## config.mk

```make
export PLATFORM = sky130hd
export DESIGN_NAME = lifo_stack
export DESIGN_NICKNAME = d
export VERILOG_FILES = /design/src/rtl/lifo_pkg.sv /design/src/rtl/lifo_ptr.sv /design/src/rtl/lifo_mem.sv /design/src/rtl/lifo_stack.sv
export SDC_FILE = /design/constraint.sdc
export NUM_CORES = 2
export LEC_CHECK = 0
export BUFFER_PORTS_ARGS = -buffer_cell sky130_fd_sc_hd__clkbuf_2
export CAP_MARGIN = 20
export CORE_MARGIN = 5
export CORE_UTILIZATION = 33
export DETAILED_ROUTE_END_ITERATION = 10
export PLACE_DENSITY_LB_ADDON = 0.15
export SLEW_MARGIN = 10
export SYNTH_ARGS = -nofsm -noshare
export SYNTH_HDL_FRONTEND = slang
export SYNTH_SLANG_ARGS = --single-unit
```

## constraint.sdc

```tcl
create_clock -name clk_i -period 5.3 [get_ports clk_i]
set_clock_uncertainty 0.1 [all_clocks]
set_input_delay 0.53 -clock clk_i [delete_from_list [all_inputs] [get_ports clk_i]]
set_output_delay 0.53 -clock clk_i [all_outputs]
set_load 0.1 [all_outputs]
```

## src/rtl/lifo_pkg.sv

```systemverilog
package lifo_pkg;
  typedef enum logic [1:0] {
    EMPTY_DESC = 2'd0,
    EMPTY_ASC  = 2'd1,
    FULL_DESC  = 2'd2,
    FULL_ASC   = 2'd3
  } stack_mode_e;

  function automatic bit mode_ascending(stack_mode_e m);
    return (m == EMPTY_ASC) || (m == FULL_ASC);
  endfunction

  function automatic bit mode_points_free(stack_mode_e m);
    return (m == EMPTY_DESC) || (m == EMPTY_ASC);
  endfunction
endpackage

```

## src/rtl/lifo_ptr.sv

```systemverilog
module lifo_ptr #(
  parameter int                   DEPTH = 256,
  parameter lifo_pkg::stack_mode_e MODE = lifo_pkg::EMPTY_DESC,
  localparam int AW = $clog2(DEPTH),
  localparam int CW = AW + 1
) (
  input  logic          clk_i,
  input  logic          rst_ni,
  input  logic          push_i,
  input  logic          pop_i,
  output logic [AW-1:0] wr_addr_o,
  output logic [AW-1:0] rd_addr_o,
  output logic [CW-1:0] count_o
);
  localparam int PW = AW + 1;
  localparam bit ASC  = lifo_pkg::mode_ascending(MODE);
  localparam bit FREE = lifo_pkg::mode_points_free(MODE);
  localparam logic [PW-1:0] STEP = ASC ? PW'(1) : {PW{1'b1}};
  localparam logic [PW-1:0] PTR_RST =
      ASC ? (FREE ? PW'(0) : {PW{1'b1}})
          : (FREE ? PW'(DEPTH - 1) : PW'(DEPTH));

  logic [PW-1:0] ptr_q;
  logic [CW-1:0] cnt_q;

  always_ff @(posedge clk_i or negedge rst_ni) begin
    if (!rst_ni) begin
      ptr_q <= PTR_RST;
      cnt_q <= '0;
    end else if (push_i) begin
      ptr_q <= ptr_q + STEP;
      cnt_q <= cnt_q + CW'(1);
    end else if (pop_i) begin
      ptr_q <= ptr_q - STEP;
      cnt_q <= cnt_q - CW'(1);
    end
  end

  // free-slot pointers write in place; newest-entry pointers pre-step
  generate
    if (FREE) begin : g_free
      assign wr_addr_o = AW'(ptr_q);
      assign rd_addr_o = AW'(ptr_q - STEP);
    end else begin : g_newest
      assign wr_addr_o = AW'(ptr_q + STEP);
      assign rd_addr_o = AW'(ptr_q);
    end
  endgenerate

  assign count_o = cnt_q;
endmodule

```

## src/rtl/lifo_mem.sv

```systemverilog
module lifo_mem #(
  parameter int DATA_W = 16,
  parameter int DEPTH  = 256,
  localparam int AW = $clog2(DEPTH)
) (
  input  logic              clk_i,
  input  logic              rst_ni,
  input  logic              we_i,
  input  logic [AW-1:0]     waddr_i,
  input  logic [DATA_W-1:0] wdata_i,
  input  logic              re_i,
  input  logic [AW-1:0]     raddr_i,
  output logic [DATA_W-1:0] rdata_o
);
  logic [DATA_W-1:0] mem_q [DEPTH];

  always_ff @(posedge clk_i) begin
    if (we_i) mem_q[waddr_i] <= wdata_i;
  end

  always_ff @(posedge clk_i or negedge rst_ni) begin
    if (!rst_ni)   rdata_o <= '0;
    else if (re_i) rdata_o <= mem_q[raddr_i];
  end
endmodule

```

## src/rtl/lifo_stack.sv

```systemverilog
module lifo_stack #(
  parameter int                    DATA_W = 16,
  parameter int                    DEPTH  = 256,
  parameter lifo_pkg::stack_mode_e MODE   = lifo_pkg::EMPTY_DESC
) (
  input  logic              clk_i,
  input  logic              rst_ni,
  input  logic              en_i,
  input  logic              push_i,
  input  logic [DATA_W-1:0] wdata_i,
  output logic [DATA_W-1:0] rdata_o,
  output logic              full_o,
  output logic              empty_o,
  output logic              err_o
);
  localparam int AW = $clog2(DEPTH);
  localparam int CW = AW + 1;

  logic          push_ok, pop_ok, refused;
  logic [AW-1:0] wr_addr, rd_addr;
  logic [CW-1:0] count;

  assign push_ok = en_i &  push_i & !full_o;
  assign pop_ok  = en_i & !push_i & !empty_o;
  assign refused = en_i & (push_i ? full_o : empty_o);

  lifo_ptr #(.DEPTH(DEPTH), .MODE(MODE)) u_ptr (
    .clk_i    (clk_i),
    .rst_ni   (rst_ni),
    .push_i   (push_ok),
    .pop_i    (pop_ok),
    .wr_addr_o(wr_addr),
    .rd_addr_o(rd_addr),
    .count_o  (count)
  );

  lifo_mem #(.DATA_W(DATA_W), .DEPTH(DEPTH)) u_mem (
    .clk_i  (clk_i),
    .rst_ni (rst_ni),
    .we_i   (push_ok),
    .waddr_i(wr_addr),
    .wdata_i(wdata_i),
    .re_i   (pop_ok),
    .raddr_i(rd_addr),
    .rdata_o(rdata_o)
  );

  assign full_o  = (count == CW'(DEPTH));
  assign empty_o = (count == '0);

  always_ff @(posedge clk_i or negedge rst_ni) begin
    if (!rst_ni) err_o <= 1'b0;
    else         err_o <= refused;
  end
endmodule

```

==> summary.txt <==
Power and ir drop
  – Pwr dens: 574.9 nW/um^2
  – Leak Pwr: 56.98 nW
  – Peak supply drop: 0.0007004 V
  – Power, Total: 106.1 mW

Setup path
  – WP data required: 6.07 ns
  – Critical Path Source Type: register
  – Arrival @ worst endpoint: 5.82 ns
  – Critical path type: reg -> reg
  – CP max FO: 38
  – Critical path capture point type: register

Synth
  – Post-synth top area cell: edfxtp_1
  – Yosys cell types: 57
  – Syn_nets: 6860
  – Area contributors post-synth: edfxtp_1 78%, mux4_2 17%, mux2i_1 0.81%
  – Mapped Avg Cell Area: roughly 23 um^2
  – Post-Syn Instances: 6827
  – Top-count cell post-synth: edfxtp_1
  – Top-area cell type share of the netlist area: 0.7751
  – Most frequent cells after synthesis: 4096 x edfxtp_1, 1182 x mux4_2, 278 x nor2_1
  – Prevailing post-synth register cell: edfxtp_1
  – Cell Area, Synth: 158700 um^2
  – Synth warn: 0
  – Seq cells post-synth: 4130
  – Seq/Total Area, Yosys: 0.7805
  – EDFF count, synth: 4096
  – Async SR Flop Fraction: 0.008232

Flow run
  – Max cap viols: 0

Clock tree
  – Clk_lat worst skew: 1.04 ns
  – CTS Sinks: 4130
  – CTS tree: done
  – H-tree depth: 5
  – Max clock buf depth: 4
  – Clk slew on worst S/H paths: about 0.060 ns
  – Root buf cell: clkbuf_16
  – TritonCTS buffer count: 444

Global route
  – First-pass GRT wire length: 655.1 mm
  – Largest net degree at the start of global routing: between 150 and 200
  – Total GRT Usage: 0.1889
  – Total grt overflow: 0
  – Number of global-route vias before repair: 77690
  – Initial antenna violation count: 37

Floorplan
  – DIE WIDTH: 703.5 um
  – Core ar.: 478900 um^2
  – Rows: about 250
  – Die area: between 400000 and 500000 um^2
  – Starting density of the core: 0.3313
  – # IOs: 39
  – Die H: between 700 and 800 um

Timing
  – Crit share post-route: 0.9535
  – Worst Tran Pin Value: 1.284 ns
  – Normalized max-slew margin: 0.1439
  – Max Fclk: 197.9 MHz
  – Hold Vio Cnt, Final: 0
  – Final WS setup: 0.2466 ns
  – Fin. max-slew vios: 0
  – Final hold slack: 0.1011 ns
  – RSZ-0062 raised after global routing: no
  – Endpoints failing setup: 0
  – Tmin final: 5.053 ns

Placement
  – Pre-CTS WS: -0.3117 ns
  – Detailed-placement wirelength estimate: 283.0 mm
  – IO buf count: 38
  – GP Congestion: between 0.8 and 0.9
  – Placed Cells: 13340

Finish
  – Fin cells: between 10000 and 15000
  – Area grow syn2layout: 16.28%
  – Nets: 7446
  – Layout cells sized above 1: 0.3099

Drt
  – DRC: 0
  – Detailed Route Iter0 Violations: just over 8000
  – First-pass iteration count of the detailed router: 6
  – Vias: approximately 76000
  – Final wirelength: 474.3 mm
  – Routed len/inst: 33.38 um
  – Vias per cell: 5.326
  – Antenna viol nets, final: 0

Status
  – Status: finished clean

Worst hold path
  – Worst hold path class: in -> async
## routing by layer
layer | wire length (um) | track usage | share of wire
met2 | 230900 | 0.3107 | 0.49
met3 | 30170 | 0.03228 | 0.064
met1 | 200500 | 0.2616 | 0.42
met4 | 12700 | 0.04799 | 0.027
met5 | 46 | 0 | 0.000097
## worst paths after layout
path / startpoint / slack, ns / depth (start not counted) / endpoint
max reg2reg: u_ptr.ptr_q[0] / 0.25 / 12 / u_mem.rdata_o[1]
min reg2reg: u_ptr.count_o[3] / 0.43 / 2 / u_ptr.count_o[3]
max in group asynchronous: rst_ni / 4.40 / 3 / u_ptr.count_o[6]
min: rst_ni / 0.10 / 3 / u_mem.rdata_o[6]
max: u_ptr.ptr_q[0] / 0.25 / 12 / u_mem.rdata_o[1]
min in group clk_i: wdata_i[2] / 0.15 / 1 / u_mem.mem_q[61][2]
## critical path, stage by stage (launching register included)
cell and delay [ns]:
dfstp_4 0.64, inv_1 0.10, ha_4 0.44, buf_12 0.28, buf_4 0.26, buf_12 0.22, buf_12 0.29, mux4_2 0.37
mux4_2 0.55, nand4_1 0.21, nand4_1 0.67, nor3_4 0.50, nand4_1 0.14
## cells by family (layout without fill, tap and decap cells)
group / count (synthesis) / in the layout / share of synthesized area
flops: 4130 / 4130 / 0.7805
fa+ha+maj: 13 / 13 / 0.001072
mux: 1311 / 1311 / 0.1759
other cells: 0 / 22 / 0
buf+inv: 404 / 1364 / 0.01113
compound gates: 143 / 143 / 0.007254
xor+xnor: 18 / 18 / 0.001088
simple gates: 808 / 808 / 0.02307
## area by class of cell
type	instances	area (um^2)
well taps	6400	8008
diodes	22	55.05
multi-input cells	2293	33440
clock buffers	542	11630
clock inverters	278	2624
flip-flops and latches	4130	123900
fillers	42760	294400
repair buffers	535	4878
inverters	9	33.78
## cell usage in the layout, fill, tap and decap left out, drive strengths merged, types with 128 or more instances in the layout
cell type	netlist	final
nor2	278	278
buf	187	495
clkbuf	208	564
mux2i	129	129
clkinv	1	217
nand3	147	147
nand2	204	204
mux4	1182	1182
edfxtp	4096	4096
nand4	128	128
## state kept, by name, summed over array words and instances, names as in the netlist
name           flops
u_ptr.ptr_q        8
u_mem.mem_q     4096
u_mem.rdata_o     16
u_ptr.count_o      9
err_o              1
## power breakdown
group | internal, mW | switching, mW
combinational | 15.7 | 23.2
sequential | 36.2 | 0.433
clock | 17.6 | 12.9
total | 69.6 | 36.5
## per-stage QoR
step | util | setup TNS, ns | area, um^2
2_1_floorplan | - | 0 | 158700
3_3_place_gp | 0.3548 | -0.4337 | 169900
3_5_place_dp | 0.3549 | -0.3117 | 170000
4_1_cts | 0.3851 | 0 | 184400
5_1_grt | 0.3852 | 0 | 184500
6_report | 0.3853 | 0 | 184500
## repair_timing
item,4_1_cts,5_1_grt
hold buffers,18,0
gates resized for setup,2,0
endpoints found under the hold margin,704,0
setup buffers,3,0
endpoints found under the setup margin,1,0
No activity file was read; power rests on OpenSTA's default activity.
